$ cat src/rtl/bwm_pkg.sv
// Package: shared register addresses and the control-word layout for the
// bus time-out and watchdog monitor.
package bwm_pkg;
    localparam int ADDR_W   = 2;
    localparam int DATA_W   = 16;
    localparam int MHZ_W    = 6;

    localparam logic [ADDR_W-1:0] ADDR_CTRL  = 2'd0;
    localparam logic [ADDR_W-1:0] ADDR_SETUP = 2'd1;
    localparam logic [ADDR_W-1:0] ADDR_CLEAR = 2'd2;

    // Control word, bits 9:0 of address 0
    typedef struct packed {
        logic             wd_slow;   // bit 9: 1 = external 1 kHz ticks
        logic             wd_en;     // bit 8
        logic             bto_long;  // bit 7: 1 = long limit
        logic             bto_en;    // bit 6
        logic [MHZ_W-1:0] clk_mhz;   // bits 5:0: clocks per 1 MHz tick
    } ctrl_t;

    localparam int CTRL_W = $bits(ctrl_t);
endpackage

$ cat src/rtl/bwm_bus_timeout.sv
// Bus time-out counter. It counts clocks while a bus cycle is outstanding
// (busy and not acknowledged) and emits a one-cycle fire pulse when the
// selected limit is reached. It saturates afterwards, so one stalled cycle
// fires once. Assumes bus_busy and bus_ack are synchronous to clk.
module bwm_bus_timeout #(
    parameter int SHORT_LIMIT = 64,
    parameter int LONG_LIMIT  = 128
) (
    input  logic clk,
    input  logic rst_n,
    input  logic en,
    input  logic long_sel,
    input  logic bus_busy,
    input  logic bus_ack,
    output logic fire
);
    localparam int CNT_W = $clog2(LONG_LIMIT + 1);

    logic [CNT_W-1:0] cnt;
    logic [CNT_W-1:0] limit;
    logic             outstanding;

    // Select the active limit and decide whether a cycle is waiting
    always_comb begin
        limit       = long_sel ? CNT_W'(LONG_LIMIT) : CNT_W'(SHORT_LIMIT);
        outstanding = en && bus_busy && !bus_ack;
        fire        = outstanding && (cnt == limit - CNT_W'(1));
    end

    // Count waiting clocks, restart when idle or acknowledged, saturate at limit
    always_ff @(posedge clk) begin
        if (!rst_n)
            cnt <= '0;
        else if (!outstanding)
            cnt <= '0;
        else if (cnt < limit)
            cnt <= cnt + CNT_W'(1);
    end

    assert_ack_restart_R4: assert property (@(posedge clk) disable iff (!rst_n)
        (bus_ack || !bus_busy) |=> (cnt == '0));
    assert_cnt_bound_R3: assert property (@(posedge clk) disable iff (!rst_n)
        cnt <= CNT_W'(LONG_LIMIT));
    assert_off_idle_R2: assert property (@(posedge clk) disable iff (!rst_n)
        !en |=> (cnt == '0));
endmodule

$ cat src/rtl/bwm_tick_gen.sv
// Fast watchdog tick generator. It divides the system clock by the
// programmed MHz value to give one-cycle pulses, treating 0 as 1.
// Assumes period stays stable while en is high.
module bwm_tick_gen #(
    parameter int DIV_W = 6
) (
    input  logic             clk,
    input  logic             rst_n,
    input  logic             en,
    input  logic [DIV_W-1:0] period,
    output logic             tick
);
    logic [DIV_W-1:0] div_cnt;
    logic [DIV_W-1:0] last;

    // Terminal value of the divider and the tick it produces
    always_comb begin
        last = (period == '0) ? '0 : period - DIV_W'(1);
        tick = en && (div_cnt == last);
    end

    // Advance the divider while enabled, wrap on tick
    always_ff @(posedge clk) begin
        if (!rst_n || !en || tick)
            div_cnt <= '0;
        else
            div_cnt <= div_cnt + DIV_W'(1);
    end

    assert_div_in_range_R6: assert property (@(posedge clk) disable iff (!rst_n)
        (en && $stable(period) && $past(en)) |-> (div_cnt <= last));
endmodule

$ cat src/rtl/bwm_wdog_counter.sv
// Watchdog down-counter. It is held at the setup count while disabled or
// kicked, and decrements on each tick. It fires once when a tick takes it
// from one to zero, then stays at zero until reloaded.
module bwm_wdog_counter #(
    parameter int WD_W = 16
) (
    input  logic            clk,
    input  logic            rst_n,
    input  logic            en,
    input  logic            kick,
    input  logic            tick,
    input  logic [WD_W-1:0] setup,
    output logic            fire
);
    logic [WD_W-1:0] count;

    // Expiry: a tick lands on the last remaining count
    always_comb fire = en && !kick && tick && (count == WD_W'(1));

    // Reload on kick or while disabled, otherwise count ticks down to zero
    always_ff @(posedge clk) begin
        if (!rst_n)
            count <= '0;
        else if (!en || kick)
            count <= setup;
        else if (tick && count != '0)
            count <= count - WD_W'(1);
    end

    assert_kick_reload_R7: assert property (@(posedge clk) disable iff (!rst_n)
        kick |=> (count == $past(setup)));
    assert_hold_disabled_R5: assert property (@(posedge clk) disable iff (!rst_n)
        !en |=> (count == $past(setup)));
    assert_zero_holds_R6: assert property (@(posedge clk) disable iff (!rst_n)
        (en && !kick && count == '0) |=> (count == '0));
endmodule

$ cat src/rtl/bus_wdog_monitor.sv
// Bus time-out and watchdog monitor, top level. It holds the control and
// setup registers, chooses the watchdog tick source, and keeps the two
// sticky flags that form the interrupt request. Assumes tick_1khz is a
// one-clock pulse synchronous to clk.
module bus_wdog_monitor
    import bwm_pkg::*;
#(
    parameter int SHORT_LIMIT = 64,
    parameter int LONG_LIMIT  = 128,
    parameter int WD_W        = 16
) (
    input  logic              clk,
    input  logic              rst_n,
    input  logic              bus_busy,
    input  logic              bus_ack,
    input  logic              wd_kick,
    input  logic              tick_1khz,
    input  logic              reg_we,
    input  logic [ADDR_W-1:0] reg_addr,
    input  logic [DATA_W-1:0] reg_wdata,
    output logic              bto_flag,
    output logic              wdt_flag,
    output logic              irq
);
    ctrl_t           ctrl_q;
    logic [WD_W-1:0] setup_q;
    logic            bto_fire;
    logic            wd_fire;
    logic            fast_tick;
    logic            wd_tick;
    logic            clr_bto;
    logic            clr_wdt;

    // Register writes for control and setup
    always_ff @(posedge clk) begin
        if (!rst_n) begin
            ctrl_q  <= '0;
            setup_q <= '0;
        end else if (reg_we) begin
            if (reg_addr == ADDR_CTRL)  ctrl_q  <= ctrl_t'(reg_wdata[CTRL_W-1:0]);
            if (reg_addr == ADDR_SETUP) setup_q <= reg_wdata[WD_W-1:0];
        end
    end

    // Decode clear requests and pick the watchdog tick source
    always_comb begin
        clr_bto = reg_we && (reg_addr == ADDR_CLEAR) && reg_wdata[0];
        clr_wdt = reg_we && (reg_addr == ADDR_CLEAR) && reg_wdata[1];
        wd_tick = ctrl_q.wd_slow ? tick_1khz : fast_tick;
    end

    bwm_bus_timeout #(
        .SHORT_LIMIT (SHORT_LIMIT),
        .LONG_LIMIT  (LONG_LIMIT)
    ) u_bto (
        .clk      (clk),
        .rst_n    (rst_n),
        .en       (ctrl_q.bto_en),
        .long_sel (ctrl_q.bto_long),
        .bus_busy (bus_busy),
        .bus_ack  (bus_ack),
        .fire     (bto_fire)
    );

    bwm_tick_gen #(
        .DIV_W (MHZ_W)
    ) u_tick (
        .clk    (clk),
        .rst_n  (rst_n),
        .en     (ctrl_q.wd_en && !ctrl_q.wd_slow),
        .period (ctrl_q.clk_mhz),
        .tick   (fast_tick)
    );

    bwm_wdog_counter #(
        .WD_W (WD_W)
    ) u_wd (
        .clk   (clk),
        .rst_n (rst_n),
        .en    (ctrl_q.wd_en),
        .kick  (wd_kick),
        .tick  (wd_tick),
        .setup (setup_q),
        .fire  (wd_fire)
    );

    // Sticky flags: a new event wins over a clear in the same cycle
    always_ff @(posedge clk) begin
        if (!rst_n) begin
            bto_flag <= 1'b0;
            wdt_flag <= 1'b0;
        end else begin
            bto_flag <= (bto_flag && !clr_bto) || bto_fire;
            wdt_flag <= (wdt_flag && !clr_wdt) || wd_fire;
        end
    end

    // Interrupt request from either flag
    always_comb irq = bto_flag || wdt_flag;

    assert_bto_sticky_R9: assert property (@(posedge clk) disable iff (!rst_n)
        (bto_flag && !clr_bto) |=> bto_flag);
    assert_wdt_sticky_R9: assert property (@(posedge clk) disable iff (!rst_n)
        (wdt_flag && !clr_wdt) |=> wdt_flag);
    assert_irq_follows_R10: assert property (@(posedge clk) disable iff (!rst_n)
        ($rose(bto_flag) || $rose(wdt_flag)) |-> irq);
    assert_bto_needs_enable_R2: assert property (@(posedge clk) disable iff (!rst_n)
        (!ctrl_q.bto_en && !bto_flag) |=> !bto_flag);
endmodule

$ cat config.mk
export PLATFORM = sky130hd
export DESIGN_NAME = bus_wdog_monitor
export DESIGN_NICKNAME = d
export VERILOG_FILES = /design/src/rtl/bwm_pkg.sv /design/src/rtl/bwm_bus_timeout.sv /design/src/rtl/bwm_tick_gen.sv /design/src/rtl/bwm_wdog_counter.sv /design/src/rtl/bus_wdog_monitor.sv
export SDC_FILE = /design/constraint.sdc
export NUM_CORES = 1
export LEC_CHECK = 0
export CAP_MARGIN = 0
export CELL_PAD_IN_SITES_DETAIL_PLACEMENT = 1
export CELL_PAD_IN_SITES_GLOBAL_PLACEMENT = 1
export CORE_MARGIN = 2
export CORE_UTILIZATION = 43
export DETAILED_ROUTE_END_ITERATION = 10
export GPL_TIMING_DRIVEN = 0
export PLACE_DENSITY_LB_ADDON = 0.1
export SYNTH_ARGS = -nofsm -noshare
export SYNTH_HDL_FRONTEND = slang
export SYNTH_SLANG_ARGS = --single-unit
$ cat constraint.sdc
create_clock -name clk -period 2.9 [get_ports clk]
set_input_delay 0.29 -clock clk [delete_from_list [all_inputs] [get_ports clk]]
set_output_delay 0.29 -clock clk [all_outputs]
set_load 0.005 [all_outputs]
; ---- Yosys cells after proc, flatten, opt, wreduce, memory -nomap -nowiden
; Index checks and enable logic that the tools add are counted.
[totals]
ff_bits = 58
out_inout_bits = 3
in_bits = 25
elab_cells = 62
[classes]
magnitude_cmp = 1
n_addsub = 5
mux = 5
n_eq_ne = 5
reduce_logical = 35
[op_table]
columns = operator, count
row1 = $mux 16, 2
row2 = $eq 16x1->1 const B, 1
row3 = $reduce_bool 16->1, 1
row4 = $sub 16x1->16 const B, 1
row5 = $logic_and 1x1->1, 14
row6 = $add 8x1->8 const B, 1
row7 = $eq 8x8->1, 1
row8 = $logic_not 1->1, 8
row9 = $lt 8x8->1, 1
row10 = $mux 8, 1
row11 = $sub 8x1->8 const B, 1
row12 = $add 6x1->6 const B, 1
row13 = $eq 6x6->1, 1
row14 = $logic_not 6->1, 1
row15 = $logic_or 1x1->1, 6
row16 = $mux 6, 1
row17 = $reduce_and 2->1, 3
row18 = $sub 6x1->6 const B, 1
row19 = $eq 2x1->1 const B, 1
row20 = $eq 2x2->1 const B, 1
row21 = $logic_not 2->1, 1
row22 = $reduce_bool 2->1, 1
row23 = $mux 1, 1

; ---- Depth between registers and ports, before layout
[depth]
depth_word = 8
mapped_depth = 10
mapped_depth_nobuf = 8

; ---- Cells and area by module
; Synthesis repeated with hierarchy kept, for this count alone.
[hier_totals]
cells_unflattened = 361
hier_area_um2 = 3143.0
[by_module_without_submodules]
columns = module, area_per_inst_um2, n_inst, cells_per_inst, seq_area_each_um2
row1 = bus_wdog_monitor, 1116.1, 1, 116, 560.5
row2 = bwm_wdog_counter, 1006.0, 1, 126, 320.3
row3 = bwm_bus_timeout, 510.5, 1, 55, 160.2
row4 = bwm_tick_gen, 510.5, 1, 64, 120.1

; ---- Worst setup path before layout
; No wires, ideal clock.
[synth_path]
path_type = reg-to-reg
start = register ctrl_q[0] (netlist name)
end = register u_wd.count[12]
slack_ns = 0.394
stages_incl_launch_ff = 10
setup_time_ns = 0.074
required_ns = 2.826
t_arrival_ns = 2.432
n_path_buf = 1
synth_period_minus_slack_ns = 2.506
cell_sequence = dfxtp_1 inv_1 ha_1 nor3b_1 mux2i_1 xor2_1 a41oi_4 buf_6 or4_1 a31oi_1
[synth_between]
elab_chain_len = 7
elab_cells_between_ends = 8
classes_between = add/sub: 1 / eq/ne: 1 / mux: 2 / reduce/logical: 4
[synth_rtl]
columns = element, line_no
row1 = "start, declared", bus_wdog_monitor.sv:25  ; ctrl_t ctrl_q;
row2 = "start signal, assigned", bus_wdog_monitor.sv:40  ; if (reg_addr == ADDR_CTRL) ctrl_q <= ctrl_t'(reg_wdata[CTRL_W-1:0]);
row3 = $sub 6x1->6 / $logic_not 6->1 (equally long branches), bwm_tick_gen.sv:18  ; last = (period == '0) ? '0 : period - DIV_W'(1);
row4 = $mux 6 *, bwm_tick_gen.sv:18
row5 = $eq 6x6->1 *, bwm_tick_gen.sv:19  ; tick = en && (div_cnt == last);
row6 = $logic_and 1x1->1 *, bwm_tick_gen.sv:19
row7 = $mux 1 *, bus_wdog_monitor.sv:49  ; wd_tick = ctrl_q.wd_slow ? tick_1khz : fast_tick;
row8 = $logic_and 1x1->1 *, bwm_wdog_counter.sv:26  ; else if (tick && count != '0)
row9 = $reduce_bool 2->1 (no line) *, -
row10 = "end signal, assigned", bwm_wdog_counter.sv:25  ; count <= setup;
row11 = "end signal, assigned", bwm_wdog_counter.sv:27  ; count <= count - WD_W'(1);
row12 = "end, declared", bwm_wdog_counter.sv:15  ; logic [WD_W-1:0] count;
; Every way passes the cells marked *; elsewhere a longest branch is shown, timed or not.
; A chain may end at the register's enable or synchronous reset.

; ---- Worst setup path after layout
; Ends and elaborated chain as after synthesis.

==> impl_metrics.csv <==
group,metric,value,unit
route,wire_per_inst,16.58,µm
pwr,power.switching,0.0004784,W
placement,dp_hpwl,5921,µm
floorplanning,initial_core_util,43.61,%
global_routing,grt_pass1_vias,2774,
sta,fmax,370.1,MHz
sta,finalClockSkew,0.006296,ns
floorplanning,die_area,0.007451,mm²
sta,drv_slew,0,
placement,io_buffers,27,
finish,final_common_cell,"dfxtp_1",
floorplanning,num_rows,30,
floorplanning,ioPinCount,28,
placement,place_area,0.003284,mm²
yosys,synth_area_per_cell,8.255,µm²
clock_network,clk_latency,0.34,ns
sta,rsz0062_at_grt,"false",
pwr,p_comb_share,13.6,%
route,firstDrtPassIters,4,
global_routing,track_usage,22.87,%
clock_network,numCtsBuffers,9,
pwr,p_seq_share,45.9,%
yosys,syn_inst,353,
sta,finalCritPeriodShare,93.17,%
yosys,yosysSeqAreaShare,39.85,%
floorplanning,core_area,0.006681,mm²
pwr,p_sw_share,26.40,%
finish,final_cells,477,
yosys,synth_warnings,0,
placement,gp_congestion,0.7975,
finish,layout-drive-gt1-share,7.809,%
route,ant_nets,0,
flow_run,cap_viol_max_count,0,
setup_path,cpMaxStageDelayCell,"or4_1",
pwr,p_leak,1.263,nW
finish,nets,425,
route,drc,0,
setup_path,cp-start-kind,"register",
clock_network,cts-root-buf,"clkbuf_8",
setup_path,path_class,"reg -> reg",
setup_path,path_cells,"inv_1 > ha_4 > nor3b_4 > mux2i_1 > xor2_1 > a41oi_4 > buf_6 > or4_1 > a31oi_1",
finish,final_cell_area,0.003508,mm²
floorplanning,die_x,86.32,µm
setup_path,slowest_delay,0.50,ns
sta,hold_viol_final,0,
pwr,p_per_area,516.4,mW/mm²
route,drt_iter0_drc,58,
sta,worst_slew_pin_slew,0.7731,ns
global_routing,antenna_found_initial,0,
global_routing,overflow,0,
route,num_vias,2687,
sta,setup_viol,0,
setup_path,cp_max_fo,10,
yosys,async_reset_ff_share,0,%
global_routing,grt_max_degree,11,
sta,finalWorstSetupSlack,0.1979,ns
worst_hold_path,hp-class,"reg -> reg",
placement,dp_cells,460,
sta,finalSetupTns,0,ns
outcome,status,"finished, final reports clean",
route,vias_per_cell,5.633,
route,drt-total-wl,7910,µm
pwr,vdd_ir_drop_max,0.0002811,V
floorplanning,die_h,86.32,µm
placement,pre_cts_ws,-0.009152,ns
finish,area_delta_synth_final,20.39,%
clock_network,hold_buffers,0,
finish,fill_cells,829,
clock_network,cts_buffer_depth,2,
sta,min_period,2.702,ns
yosys,synth-edff-count,0,
setup_path,crit_required,3.17,ns
yosys,netlist_area,0.002914,mm²
setup_path,end_kind,"register",
yosys,synth_cell_types,50,
pwr,internal_power,0.001333,W
yosys,synth_seq_cells,58,
clock_network,cts_tree,"built",
finish,diodes,0,
clock_network,cts_max_level,3,
finish,layout_common_cells,"dfxtp_1, nor2_1, nand2_1, clkdlybuf4s50_1, a21oi_1",
clock_network,clkSinkCount,58,
sta,slew_headroom,48.35,%
yosys,synth_top_flop_cell,"dfxtp_1",
clock_network,path_clk_slew,0.06,ns
global_routing,grt_pass1_wl,13330,µm
yosys,syn_nets,385,
pwr,p_clk_share,40.4,%
setup_path,critPathArrivalTime,2.97,ns
## logic make-up (layout without fill, tap and decap cells)
kind of cell,count (synthesis),after routing,share of synthesized area (%)
xor gates and xnor gates,15,15,4.509
AOI/OAI and AO/OA,78,78,17.99
muxes,9,9,3.092
buffers and inverters,30,74,4.380
adders and majority gates,7,7,3.005
DFF,58,58,39.85
and+or+nand+nor,156,156,27.18
## area by class of cell
type	count	area, µm²	share of cell area (%)
multi-input cells	265	1649	47.00
inverters	10	37.54	1.070
flip-flops and latches	58	1161	33.10
repair buffers	29	285.3	8.131
clock buffers	12	145.1	4.137
plain buffers	20	90.09	2.568
clock inverters	3	40.04	1.141
well taps	80	100.1	2.853
## cell usage after synthesis, drive strengths merged, types with 8 or more instances
library cell  instances  share of area (%)
xnor2                 8                2.4
nand2                44                5.7
a21oi                21                3.6
clkbuf               13                1.7
mux2i                 9                3.1
o21ai                18                3.1
nor2                 45                5.8
or3                   9                1.9
inv                  10                1.3
a31oi                10                2.1
dfxtp                58                 40
nand3                11                1.9
## state kept, by name (all words and copies together) (netlist names)
| register | flops |
|---|---|
| wdt_flag | 1 |
| bto_flag | 1 |
| ctrl_q | 10 |
| setup_q | 16 |
| u_bto.cnt | 8 |
| u_tick.div_cnt | 6 |
| u_wd.count | 16 |
## final timing paths
path                                                     to                    start  slack (ns)  cells after the start
worst min register to register      setup_q[6]$_SDFFE_PN0P_  setup_q[6]$_SDFFE_PN0P_        0.46                      2
worst max-delay path            u_wd.count[12]$_SDFFE_PN0P_   ctrl_q[0]$_SDFFE_PN0P_        0.20                      9
worst min-delay path                setup_q[6]$_SDFFE_PN0P_  setup_q[6]$_SDFFE_PN0P_        0.46                      2
worst max register to register  u_wd.count[12]$_SDFFE_PN0P_   ctrl_q[0]$_SDFFE_PN0P_        0.20                      9
## per-stage QoR
step                utilization, %  hold slack (ns)  power [W]
finish                       52.51           0.4559   0.001812
global route                 52.51           0.4777   0.001894
CTS                          52.00           0.4591   0.001825
detailed placement           49.16           0.4501   0.001088
global placement             49.16           0.4417   0.001080
floorplan                        -           0.4260  0.0009964
## power by group through the flow
stage / clock network [W] / registers [W] / logic, W
after floorplan: 0 / 0.000844 / 0.000152
after detailed placement: 0 / 0.000850 / 0.000238
after global placement: 0 / 0.000848 / 0.000231
final: 0.000732 / 0.000832 / 0.000247
after CTS: 0.000753 / 0.000832 / 0.000240
after global routing: 0.000786 / 0.000834 / 0.000273
## what timing repair did
action                                  CTS  global route
resized for setup                         1             3
endpoints found under the setup margin    7            12
pin swaps                                 0             2
buffers inserted                          0             2
## metal layers
layer / up-vias / global-route usage, % / wire length, µm
met5: - / 0 / 0
met4: 0 / 11.51 / 203
met3: 15 / 3.619 / 170
met2: 40 / 39.30 / 3980
met1: 1284 / 27.60 / 3557
li1: 1348 / - / -
## critical path, delay by kind of cell, from the launching register on
kind	cells	cell delay, ns
adders and majority gates	1	0.19
and+or+nand+nor	2	0.75
muxes	1	0.24
DFF	1	0.35
xor gates and xnor gates	1	0.31
buffers and inverters	2	0.37
AOI/OAI and AO/OA	2	0.42
No activity file was read; power rests on OpenSTA's default activity.
